<file path="config.mk">
export PLATFORM = sky130hd
export DESIGN_NAME = sram_seq_ctrl
export DESIGN_NICKNAME = d
export VERILOG_FILES = /design/src/rtl/sram_seq_pkg.sv /design/src/rtl/sram_cycle_timer.sv /design/src/rtl/sram_dq_path.sv /design/src/rtl/sram_seq_ctrl.sv
export SDC_FILE = /design/constraint.sdc
export NUM_CORES = 1
export LEC_CHECK = 0
export BUFFER_PORTS_ARGS = -buffer_cell sky130_fd_sc_hd__buf_2
export CORE_MARGIN = 2
export CORE_UTILIZATION = 23
export DETAILED_ROUTE_END_ITERATION = 8
export GPL_TIMING_DRIVEN = 0
export HOLD_SLACK_MARGIN = 0.03
export PLACE_DENSITY = 0.49
export SYNTH_ARGS = -nofsm -noshare
export SYNTH_HDL_FRONTEND = slang
export SYNTH_SLANG_ARGS = --single-unit
</file>
<file path="constraint.sdc">
create_clock -name clk -period 1.9 [get_ports clk]
set_clock_uncertainty 0.1 [all_clocks]
set_input_delay 0.095 -clock clk [delete_from_list [all_inputs] [get_ports clk]]
set_output_delay 0.095 -clock clk [all_outputs]
set_load 0.01 [all_outputs]
</file>
<file path="src/rtl/sram_seq_pkg.sv">
`timescale 1ns/1ps
package sram_seq_pkg;

  typedef enum logic [1:0] {
    ST_IDLE    = 2'd0,
    ST_ACCESS  = 2'd1,
    ST_RECOVER = 2'd2
  } seq_state_e;

  // Round a nanosecond minimum up to whole clock cycles, never below one.
  function automatic int ns_to_cycles(input int ns, input int period_ns);
    int c;
    c = (ns + period_ns - 1) / period_ns;
    if (c < 1) c = 1;
    return c;
  endfunction

  function automatic int max_of(input int a, input int b);
    return (a > b) ? a : b;
  endfunction

endpackage

</file>
<file path="src/rtl/sram_cycle_timer.sv">
`timescale 1ns/1ps
module sram_cycle_timer #(
  parameter int CNT_W = 4
) (
  input  logic             clk,
  input  logic             rst,
  input  logic             load,
  input  logic [CNT_W-1:0] load_val,
  output logic             expired
);

  logic [CNT_W-1:0] cnt_q;

  always_ff @(posedge clk) begin
    if (rst) begin
      cnt_q <= '0;
    end else if (load) begin
      cnt_q <= load_val;
    end else if (cnt_q != '0) begin
      cnt_q <= cnt_q - 1'b1;
    end
  end

  assign expired = (cnt_q == '0);

endmodule

</file>
<file path="src/rtl/sram_dq_path.sv">
`timescale 1ns/1ps
module sram_dq_path #(
  parameter int DATA_W = 8
) (
  input  logic              clk,
  input  logic              rst,
  input  logic              load_wdata,
  input  logic [DATA_W-1:0] wdata,
  input  logic              drive_en,
  input  logic              capture,
  input  logic [DATA_W-1:0] dq_i,
  output logic [DATA_W-1:0] dq_o,
  output logic              dq_oe,
  output logic              rsp_valid,
  output logic [DATA_W-1:0] rsp_data
);

  always_ff @(posedge clk) begin
    if (rst) begin
      dq_o      <= '0;
      dq_oe     <= 1'b0;
      rsp_valid <= 1'b0;
      rsp_data  <= '0;
    end else begin
      dq_oe     <= drive_en;
      rsp_valid <= capture;
      if (load_wdata) dq_o <= wdata;
      if (capture) rsp_data <= dq_i;
    end
  end

  // response is a single-cycle pulse
  assert_rsp_single_R3: assert property (@(posedge clk) disable iff (rst)
    rsp_valid |=> !rsp_valid);

  // write data does not move while it is being driven
  assert_wdata_stable_R4: assert property (@(posedge clk) disable iff (rst)
    (dq_oe && $past(dq_oe)) |-> $stable(dq_o));

endmodule

</file>
<file path="src/rtl/sram_seq_ctrl.sv">
`timescale 1ns/1ps
module sram_seq_ctrl
  import sram_seq_pkg::*;
#(
  parameter int ADDR_W        = 19,
  parameter int DATA_W        = 8,
  parameter int CLK_PERIOD_NS = 10,
  parameter int T_AA_NS       = 100,
  parameter int T_RC_NS       = 100,
  parameter int T_OE_NS       = 50,
  parameter int T_WP_NS       = 60,
  parameter int T_CW_NS       = 80,
  parameter int T_AW_NS       = 80,
  parameter int T_DW_NS       = 40,
  parameter int T_WC_NS       = 100,
  parameter int T_WGAP_NS     = 5,
  parameter int T_HZ_NS       = 30
) (
  input  logic              clk,
  input  logic              rst,
  input  logic              req_valid,
  output logic              req_ready,
  input  logic              req_write,
  input  logic [ADDR_W-1:0] req_addr,
  input  logic [DATA_W-1:0] req_wdata,
  output logic              rsp_valid,
  output logic [DATA_W-1:0] rsp_rdata,
  output logic [ADDR_W-1:0] sram_addr,
  output logic              sram_ce_n,
  output logic              sram_we_n,
  output logic              sram_oe_n,
  output logic [DATA_W-1:0] sram_dq_o,
  output logic              sram_dq_oe,
  input  logic [DATA_W-1:0] sram_dq_i
);

  localparam int RD_CYC = max_of(max_of(ns_to_cycles(T_AA_NS, CLK_PERIOD_NS),
                                        ns_to_cycles(T_RC_NS, CLK_PERIOD_NS)),
                                 ns_to_cycles(T_OE_NS, CLK_PERIOD_NS));
  localparam int WR_CYC = max_of(max_of(max_of(ns_to_cycles(T_WP_NS, CLK_PERIOD_NS),
                                               ns_to_cycles(T_CW_NS, CLK_PERIOD_NS)),
                                        max_of(ns_to_cycles(T_AW_NS, CLK_PERIOD_NS),
                                               ns_to_cycles(T_DW_NS, CLK_PERIOD_NS))),
                                 ns_to_cycles(T_WC_NS, CLK_PERIOD_NS));
  localparam int REC_CYC = max_of(ns_to_cycles(T_HZ_NS, CLK_PERIOD_NS),
                                  ns_to_cycles(T_WGAP_NS, CLK_PERIOD_NS));
  localparam int LONGEST = max_of(max_of(RD_CYC, WR_CYC), REC_CYC);
  localparam int CNT_W   = $clog2(LONGEST + 1);

  localparam logic [CNT_W-1:0] RD_LOAD  = CNT_W'(RD_CYC - 1);
  localparam logic [CNT_W-1:0] WR_LOAD  = CNT_W'(WR_CYC - 1);
  localparam logic [CNT_W-1:0] REC_LOAD = CNT_W'(REC_CYC - 1);

  seq_state_e       state_q, state_d;
  logic             is_wr_q;
  logic             ready_q;
  logic [ADDR_W-1:0] addr_q;
  logic             ce_n_q, we_n_q, oe_n_q;
  logic             accept;
  logic             tmr_load;
  logic [CNT_W-1:0] tmr_val;
  logic             tmr_expired;
  logic             drive_d;
  logic             capture_d;
  logic             load_wdata;

  assign accept     = req_valid && ready_q;
  assign load_wdata = accept && req_write;

  always_comb begin
    state_d   = state_q;
    tmr_load  = 1'b0;
    tmr_val   = '0;
    drive_d   = 1'b0;
    capture_d = 1'b0;
    case (state_q)
      ST_IDLE: begin
        if (accept) begin
          state_d  = ST_ACCESS;
          tmr_load = 1'b1;
          tmr_val  = req_write ? WR_LOAD : RD_LOAD;
          drive_d  = req_write;
        end
      end
      ST_ACCESS: begin
        if (tmr_expired) begin
          state_d   = ST_RECOVER;
          tmr_load  = 1'b1;
          tmr_val   = REC_LOAD;
          capture_d = !is_wr_q;
        end else begin
          drive_d = is_wr_q;
        end
      end
      ST_RECOVER: begin
        if (tmr_expired) state_d = ST_IDLE;
      end
      default: state_d = ST_IDLE;
    endcase
  end

  always_ff @(posedge clk) begin
    if (rst) begin
      state_q <= ST_IDLE;
      ready_q <= 1'b1;
      is_wr_q <= 1'b0;
      addr_q  <= '0;
      ce_n_q  <= 1'b1;
      we_n_q  <= 1'b1;
      oe_n_q  <= 1'b1;
    end else begin
      state_q <= state_d;
      ready_q <= (state_d == ST_IDLE);
      if (state_q == ST_IDLE && accept) begin
        addr_q  <= req_addr;
        is_wr_q <= req_write;
        ce_n_q  <= 1'b0;
        we_n_q  <= !req_write;
        oe_n_q  <= req_write;
      end else if (state_q == ST_ACCESS && tmr_expired) begin
        ce_n_q <= 1'b1;
        we_n_q <= 1'b1;
        oe_n_q <= 1'b1;
      end
    end
  end

  sram_cycle_timer #(
    .CNT_W (CNT_W)
  ) u_timer (
    .clk      (clk),
    .rst      (rst),
    .load     (tmr_load),
    .load_val (tmr_val),
    .expired  (tmr_expired)
  );

  sram_dq_path #(
    .DATA_W (DATA_W)
  ) u_dq (
    .clk        (clk),
    .rst        (rst),
    .load_wdata (load_wdata),
    .wdata      (req_wdata),
    .drive_en   (drive_d),
    .capture    (capture_d),
    .dq_i       (sram_dq_i),
    .dq_o       (sram_dq_o),
    .dq_oe      (sram_dq_oe),
    .rsp_valid  (rsp_valid),
    .rsp_data   (rsp_rdata)
  );

  assign req_ready = ready_q;
  assign sram_addr = addr_q;
  assign sram_ce_n = ce_n_q;
  assign sram_we_n = we_n_q;
  assign sram_oe_n = oe_n_q;

  // write and output enable never low together
  assert_no_we_oe_overlap_R2: assert property (@(posedge clk) disable iff (rst)
    !(!sram_we_n && !sram_oe_n));

  // idle means the RAM is deselected
  assert_standby_when_idle_R7: assert property (@(posedge clk) disable iff (rst)
    req_ready |-> sram_ce_n);

  // address held for the whole selected window
  assert_addr_held_R4: assert property (@(posedge clk) disable iff (rst)
    (!sram_ce_n && $past(!sram_ce_n)) |-> $stable(sram_addr));

  // driver only on during a write-enable-timed write
  assert_drive_only_in_write_R9: assert property (@(posedge clk) disable iff (rst)
    sram_dq_oe |-> (!sram_we_n && !sram_ce_n && sram_oe_n));

  // accepting a request makes the port busy
  assert_busy_after_accept_R8: assert property (@(posedge clk) disable iff (rst)
    (req_valid && req_ready) |=> !req_ready);

endmodule

</file>
* After elaboration in Yosys (flattened, before gate mapping)
Index checks and enable logic that the tools add are counted.
** Storage, ports and cells
- Register bits after elaboration :: 48
- Word-level logic and storage cells :: 48
** Operators by class
- Add/subtract/negate cells :: 1
- Equality and inequality tests :: 2
- Multiplexer cells :: 21
- Reduce and logical (&&, ||, !) cells :: 12
** Operator list (number)
- $mux 4 :: 3
- $mux 1 :: 10
- $mux 2 :: 4
- $pmux 4 s2 :: 1
- $pmux 2 s3 :: 1
- $logic_and 1x1->1 :: 4
- $logic_not 2->1 :: 2
- $logic_not 4->1 :: 1
- $pmux 1 s2 :: 2
- $reduce_bool 2->1 :: 2
- $reduce_bool 4->1 :: 1
- $sub 4x1->4 const B :: 1
- $eq 2x1->1 const B :: 1
- $eq 2x2->1 const B :: 1
- $logic_not 1->1 :: 2

* Longest topological paths before layout
Gate-level depths: netlist of run 1.
- Depth after elaboration :: 4
- Mapped depth :: 7

* By module
From an unflattened synthesis of run 1, not the netlist that was laid out.
** Unflattened totals
- Cells, all modules :: 198
- Area total of the unflattened synthesis :: 1810.5 µm²
** By module, submodules not included
- sram_seq_ctrl :: instances 1, cells an instance 118, area an instance 949.7 µm², sequential area each 520.5 µm²
- sram_dq_path :: instances 1, cells an instance 56, area an instance 631.9 µm², sequential area each 360.3 µm²
- sram_cycle_timer :: instances 1, cells an instance 24, area an instance 229.0 µm², sequential area each 80.1 µm²

* Worst setup path after synthesis of run 1
OpenSTA, ideal clock, no wires.
- Kind :: register to register
- Start point :: reg u_timer.cnt_q[0]
- End point :: reg u_dq.rsp_data[1]
- Arrival :: 1.345 ns
- Slack :: 0.323 ns
- Cell stages (with the launch flop) :: 8
- Buffers on the path :: 2
- Period minus slack after synthesis :: 1.577 ns
- Cell sequence :: dfxtp_1 inv_1 ha_1 or3b_1 buf_6 buf_8 o21ai_1 a21oi_1
** Between the ends
- Cells in the longest elaborated chain, start to end :: 3
** RTL lines
- start: declaration :: line sram_cycle_timer.sv:12 : logic [CNT_W-1:0] cnt_q;
- start signal: assignment :: line sram_cycle_timer.sv:18 : cnt_q <= load_val;
- start signal: assignment :: line sram_cycle_timer.sv:20 : cnt_q <= cnt_q - 1'b1;
- $logic_not 4->1 :: line sram_cycle_timer.sv:24 : assign expired = (cnt_q == '0);
- $mux 1 :: line sram_seq_ctrl.sv:86 : if (tmr_expired) begin
- $mux 1 :: line sram_seq_ctrl.sv:76 : case (state_q)
- end signal: assignment :: line sram_dq_path.sv:28 : if (capture) rsp_data <= dq_i;
- end: declaration :: line sram_dq_path.sv:15 : output logic [DATA_W-1:0] rsp_data
Every way passes these cells.
A chain may end at the register's enable or synchronous reset.

* Worst setup path in the final report of run 1
- Start point :: reg u_timer.cnt_q[0]
- End point :: reg u_dq.rsp_data[7]
Same word-level chain as after synthesis.

==> summary.txt, run 1 <==
Clock tree
  • Root Buffer: clkbuf_8
  • H-tree Lvls: 2
  • PostCTS Resize Cnt: 0
  • CTS tree: done
  • Maximum buffer depth of the clock tree: 2
  • TritonCTS Buffers: 5
  • CTS sink count: 48
  • Clock Latency Late Sink: 0.30 ns
  • Hold buffer count at CTS: 36
  • Worst-path clk slew: about 0.1 ns
  • Post-CTS setup buffer count: 0

Finish
  • Fin area: around 2800 um2
  • Nets: 365
  • Filler cells: 823
  • Share of layout cells above drive strength 1: 31.0%
  • Register area: 961 um2
  • Area of the multi-input gates: roughly 760 um2
  • Number of diodes: 0
  • Area grow syn2layout: 53.6%

Logic synthesis
  • Synth area leaders: dfxtp_1, nand2_1, a21oi_1, mux2i_1, nand3_1
  • Post-Syn Area: 1820 um2
  • Post-synth top area share: a little over half
  • Synth area leader: dfxtp_1
  • List of most frequent post-synthesis cells: dfxtp_1, nand2_1, a21oi_1
  • Number of distinct library cells after synthesis: 34
  • Number of synthesized register bits: 48
  • Post-Syn Nets: 244
  • Mean Syn Cell Area: 8.92 um2
  • Warnings, synthesis: 0
  • Sequential area share after synthesis: 52.8%
  • Most frequent cell after synthesis: dfxtp_1
  • Mapped Cells: roughly 200
  • Top_reg_cell synth: dfxtp_1
  • Share of flip-flops with an asynchronous set or reset: 0%
  • EDFF count, synth: 0

Floorplanning
  • DIE WIDTH: 92.9 um
  • Starting Density: 23.7%
  • Die Height: about 93 um
  • # IOs: 80
  • Die Footprint: around 8600 um2
  • Number of core rows: 32
  • Core area: 7690 um2

Setup path
  • Crit Path Max Fanout: 10
  • Required time worst endpoint: just under 2 ns
  • CP Class: flop to flop
  • Worst setup SP type: flop
  • Critical Path End Type: flop
  • Crit path DAT: 1.80 ns

Global route
  • First-pass GRT wire length: around 8200 um
  • Antenna violations before repair: 0
  • Vias in the first global route: 1689
  • GRT Resource Usage Total: between 10% and 20%
  • Largest net degree at the start of global routing: 16
  • GRT overflow: 0

Drt
  • Final wirelength: 5190 um
  • Initial DRC Count: 66
  • DRT Pass-1 Iters: 4
  • Post-route ant nets: 0
  • Via count: 1781
  • DRC viols: 0
  • Vias per std cell: 4.16
  • Avg WL per Cell: roughly 12 um

Run
  • Max-cap violations: 0

Timing
  • Count of final setup violators: 0
  • RSZ-0062 raised after global routing: false
  • Hold Vio Cnt, Final: 0
  • Slew headroom: between 60% and 70%
  • Slew Viols, Final: 0
  • F_max: 579 MHz
  • Min Tclk post-route: 1.73 ns
  • Tcrit/Tclk final: 90.9%
  • Setup TNS: 0 ns
  • Worst slew pin tran: 0.556 ns

Worst hold path
  • Hold Crit Class: input port to flop

Placement
  • Final HPWL DP: 3450 um
  • Post-DP Area: 2340 um2
  • Port Buffers: 78
  • GPL Wtd Cong: 0.704

Run status
  • Status: finished, final reports clean

Power and ir drop
  • VDD IR-drop max: between 300 and 400 uV
  • Power per cell area: 1080 nW/um2
  • Leak pwr: 1.28 nW
==> state kept, by name (all words and copies together), names as in the netlist <==
name,flops
is_wr_q,1
req_ready,1
sram_addr,19
sram_ce_n,1
sram_oe_n,1
sram_we_n,1
state_q,2
u_dq.dq_o,8
u_dq.dq_oe,1
u_dq.rsp_data,8
u_dq.rsp_valid,1
u_timer.cnt_q,4
==> path summary, 6_finish.rpt <==
check	start	end	slack, ns	depth (start not counted)
setup / recovery	u_timer.cnt_q[0]$_SDFFE_PP0P_	u_dq.rsp_data[7]$_SDFFE_PP0P_	0.17	7
hold / removal	rst	u_dq.dq_o[0]$_SDFFE_PP0N_	0.08	2
setup reg to reg	u_timer.cnt_q[0]$_SDFFE_PP0P_	u_dq.rsp_data[7]$_SDFFE_PP0P_	0.17	7
hold reg to reg	sram_addr[5]$_SDFFE_PP0P_	sram_addr[5]$_SDFFE_PP0P_	0.36	2
==> routing by layer <==
metal | up-vias | wire [um] | GRT usage [%]
li1 | 929 | - | -
met1 | 801 | 2370 | 14.9
met2 | 45 | 2550 | 21.0
met3 | 6 | 200 | 2.20
met4 | 0 | 73 | 4.41
met5 | - | 0 | 0
==> layout make-up <==
class                           instances  area share [%]
Buffer                                 15            3.40
Clock buffer                            6            2.96
Clock inverter                          2           0.493
Inverter                                2           0.269
Multi-Input combinational cell        139            27.0
Sequential cell                        48            34.4
Tap cell                              102            4.57
Timing Repair Buffer                  114            26.9
==> critical path: stages (launching register included) <==
cell and delay (ns):
dfxtp_1 0.34, inv_1 0.07, ha_1 0.22, or3b_1 0.38, buf_6 0.14, buf_8 0.14, o21ai_1 0.13, a21oi_1 0.08
==> report_power, final <==
part / switching [W] / leakage (nW) / total (W) / internal, W
Combinational: 0.000597 / 0.834 / 0.00109 / 0.000496
Sequential: 0.0000999 / 0.393 / 0.00126 / 0.00116
Clock: 0.000366 / 0.0516 / 0.000664 / 0.000298
==> stage by stage <==
| stage | hold WS (ns) | power, W | setup slack, ns | cells | utilization (%) |
|---|---|---|---|---|---|
| final | 0.0802 | 0.00302 | 0.173 | 428 | 36.3 |
| after global routing | 0.108 | 0.00321 | 0.0456 | 428 | 36.3 |
| after CTS | 0.0780 | 0.00305 | 0.183 | 428 | 36.3 |
| after detailed placement | 0.236 | 0.00233 | 0.200 | 384 | 30.4 |
| after global placement | 0.226 | 0.00233 | 0.201 | 384 | 30.4 |
| after floorplan | 0.131 | 0.00199 | 0.323 | 204 | - |
==> cell families (layout without fill, tap and decap cells) <==
family / after synthesis / count (layout) / synth area share, %
compound gates: 48 / 48 / 14.4
mux: 11 / 11 / 6.12
fa+ha+maj: 1 / 1 / 0.688
buf+inv: 17 / 139 / 5.64
simple gates: 79 / 79 / 20.3
flops: 48 / 48 / 52.8
==> placed cells by master, fill, tap and decap left out, types with 3 or more instances in the layout <==
master,n
buf_2,82
dfxtp_1,48
nand2_1,44
dlygate4sd3_1,36
a21oi_1,32
nor2_1,12
nand3_1,11
mux2i_1,10
o21ai_1,7
clkbuf_8,6
clkbuf_1,4
buf_4,3
(Power assumes the default switching activity.)
==> run 2, diff against run 1 <==
ABC_AREA = 1   (was default)
GPL_TIMING_DRIVEN = default   (was 0)
==> run 2 against run 1 <==
  * Maximum frequency is 13% higher
  * Area after synthesis grew 2.6%
  * Combinational power is 32% higher
  * Critical endpoint unchanged
==> summary.txt, run 2 <==
Logic synthesis
  • Number of synthesized register bits: 48
  • Post-Syn Nets: 263
  • List of most frequent post-synthesis cells: nor2_1, dfxtp_1, o21ai_0
  • Mapped Cells: ~220
  • Share of flip-flops with an asynchronous set or reset: 0%
  • Post-Syn Area: 1870 um2
  • Mean Syn Cell Area: 8.37 um2
  • Warnings, synthesis: 0
  • Synth area leaders: dfxtp_1, nor2_1, o21ai_0, a21oi_1, nand3_1
  • EDFF count, synth: 0
  • Top_reg_cell synth: dfxtp_1
  • Synth area leader: dfxtp_1
  • Most frequent cell after synthesis: nor2_1
  • Sequential area share after synthesis: between 50% and 60%
  • Post-synth top area share: a little over 50%
  • Number of distinct library cells after synthesis: 26

Drt
  • Final wirelength: ~4800 um
  • Initial DRC Count: 43
  • DRT Pass-1 Iters: 4
  • DRC viols: 0
  • Post-route ant nets: 0
  • Via count: 1815
  • Avg WL per Cell: 10.9 um
  • Vias per std cell: 4.14

Setup path
  • Crit path DAT: 1.62 ns
  • Buffers & Inverters on Critical Path: 1
  • Reg2reg path depth: 7
  • Crit Path Max Fanout: 10
  • CP Class: flop to flop
  • Slowest CP cell: dfxtp_1
  • Cells along the critical path: inv_1, ha_1, nand2_2, nor2_4, nand2_4, o21ai_0, nor2_1
  • Reg-to-reg endpoint: u_dq.rsp_data[7]$_SDFFE_PP0P_
  • Worst setup SP type: flop
  • Critical Path End Type: flop
  • Required time worst endpoint: 1.99 ns
  • Worst reg-to-reg setup slack: 0.37 ns
  • Delay-heaviest family, CP: simple AND/OR/NAND/NOR gates
  • FF-to-FF Start: u_timer.cnt_q[0]$_SDFFE_PP0P_
  • Max incr delay on CP: approximately 0.33 ns

Finish
  • Area grow syn2layout: 48.6%
  • Number of diodes: 0
  • Max reg flops: 19
  • Share of layout cells above drive strength 1: 32.1%
  • Fin area: ~2800 um2
  • Most common cell after layout, fill and taps aside: buf_2
  • Nets: 375
  • Commonest cells after routing, fill and taps aside: buf_2, nor2_1, dfxtp_1, dlygate4sd3_1, o21ai_0

Global route
  • Largest net degree at the start of global routing: 31
  • GRT Resource Usage Total: between 10 and 15%
  • Antenna violations before repair: 0
  • Vias in the first global route: 1665
  • First-pass GRT wire length: 7670 um
  • GRT overflow: 0

Clock tree
  • Clock Latency Late Sink: 0.30 ns
  • CTS sink count: 48
  • Maximum buffer depth of the clock tree: 2
  • PostCTS Resize Cnt: 0
  • Worst-path clk slew: ~0.090 ns
  • TritonCTS Buffers: 5
  • H-tree Lvls: 2
  • CTS tree: done
  • Root Buffer: clkbuf_8

Timing
  • Min Tclk post-route: 1.53 ns
  • RSZ-0062 raised after global routing: false
  • Worst hold slack: 0.0635 ns
  • Slew Viols, Final: 0
  • Count of final setup violators: 0
  • Hold Vio Cnt, Final: 0
  • F_max: 653 MHz
  • Worst slew pin tran: ~0.74 ns
  • Setup TNS: 0 ns
  • Slew headroom: roughly half
  • Tcrit/Tclk final: between 80% and 90%

Placement
  • GPL Wtd Cong: 0.678
  • Post-DP Area: 2310 um2
  • Final HPWL DP: 3180 um
  • Port Buffers: 79

Worst hold path
  • Hold depth: 3
  • Hold wc startpoint: req_write
  • Hold Crit Class: input port to flop
  • Hold endpoint: u_dq.dq_o[1]$_SDFFE_PP0N_

Power and ir drop
  • Leak pwr: between 1 and 1.5 nW
  • Power per cell area: 1300 nW/um2
  • VDD IR-drop max: roughly 400 uV

Floorplanning
  • Die Footprint: 8850 um2
  • Die Height: 94.1 um
  • Core area: 7810 um2
  • Starting Density: 23.9%
  • Number of core rows: 32
  • DIE WIDTH: between 90 and 100 um
  • # IOs: 80

Run status
  • Status: finished, final reports clean

Run
  • Max-cap violations: 0
-- run 2: cell count changes in the layout (fill, tap and decap cells not counted), sizes merged, moves of 3 or more --
cell / before / now
nor2: 12 / 62
nand2: 44 / 24
o21ai: 8 / 27
a21oi: 32 / 18
mux2i: 10 / 0
buf: 88 / 81
inv: 3 / 10
clkbuf: 11 / 5
nand3: 11 / 14
-- run 2: layout make-up --
cell class                      count  area, um2
Fill cell                         848       5030
Sequential cell                    48        961
Timing Repair Buffer              116        761
Multi-Input combinational cell    152        751
Tap cell                          102        128
Clock buffer                        5       68.8
Inverter                           12       62.6
Clock inverter                      3       42.5
-- run 2: how the worst max path moves through the flow --
| stage | depth (start not counted) | startpoint | to | slack [ns] |
|---|---|---|---|---|
| CTS | 7 | req_ready$_SDFF_PP1_ | sram_we_n$_SDFFE_PP1P_ | 0.36 |
| global route | 7 | u_timer.cnt_q[0]$_SDFFE_PP0P_ | u_dq.rsp_data[7]$_SDFFE_PP0P_ | 0.20 |
| finish | 7 | u_timer.cnt_q[0]$_SDFFE_PP0P_ | u_dq.rsp_data[7]$_SDFFE_PP0P_ | 0.37 |
| global placement | 8 | u_timer.cnt_q[0]$_SDFFE_PP0P_ | u_dq.rsp_data[6]$_SDFFE_PP0P_ | 0.40 |
| detailed placement | 7 | req_ready$_SDFF_PP1_ | sram_we_n$_SDFFE_PP1P_ | 0.37 |
| floorplan | 8 | u_timer.cnt_q[0]$_SDFFE_PP0P_ | u_dq.rsp_data[0]$_SDFFE_PP0P_ | 0.59 |
-- run 2: through the flow --
| stage | cells | util (%) | total power [W] | worst slack [ns] |
|---|---|---|---|---|
| after floorplan | 223 | - | 0.00254 | 0.587 |
| after global placement | 395 | 29.6 | 0.00286 | 0.404 |
| after detailed placement | 395 | 29.6 | 0.00287 | 0.372 |
| after CTS | 438 | 35.5 | 0.00369 | 0.359 |
| after global routing | 438 | 35.5 | 0.00392 | 0.200 |
| final | 438 | 35.5 | 0.00362 | 0.370 |
-- run 2: worst register-to-register path, cell delays in order, from the launching register on --
cell and delay [ns]:
dfxtp_1 0.33, inv_1 0.07, ha_1 0.26, nand2_2 0.15, nor2_4 0.12, nand2_4 0.10, o21ai_0 0.22, nor2_1 0.06
-- run 2: cells by family after synthesis --
kind of cell	Yosys count	synth area share, %
buf+inv	23	8.31
compound gates	46	12.9
xor+xnor	1	0.469
flops	48	51.5
fa+ha+maj	1	0.670
simple gates	104	26.2
-- run 2: where the power goes --
group          internal (W)  switching, W  total, W
clock network      0.000390      0.000349  0.000738
registers           0.00128      0.000164   0.00144
logic              0.000580      0.000857   0.00144
-- run 2: metal layers --
metal | GRT usage (%) | up-vias | wire (um)
met1 | 13.5 | 808 | 2210
met5 | 0 | - | 0
li1 | - | 946 | -
met4 | 3.74 | 0 | 81
met3 | 3.21 | 8 | 275
met2 | 18.3 | 53 | 2200
-- run 2: repair_timing --
| action | in CTS | in global routing |
|---|---|---|
| hold buffers | 35 | 0 |
| buffers inserted | 0 | 0 |
| endpoints found under the setup margin | 0 | 0 |
| hold endpoints to repair | 35 | 0 |
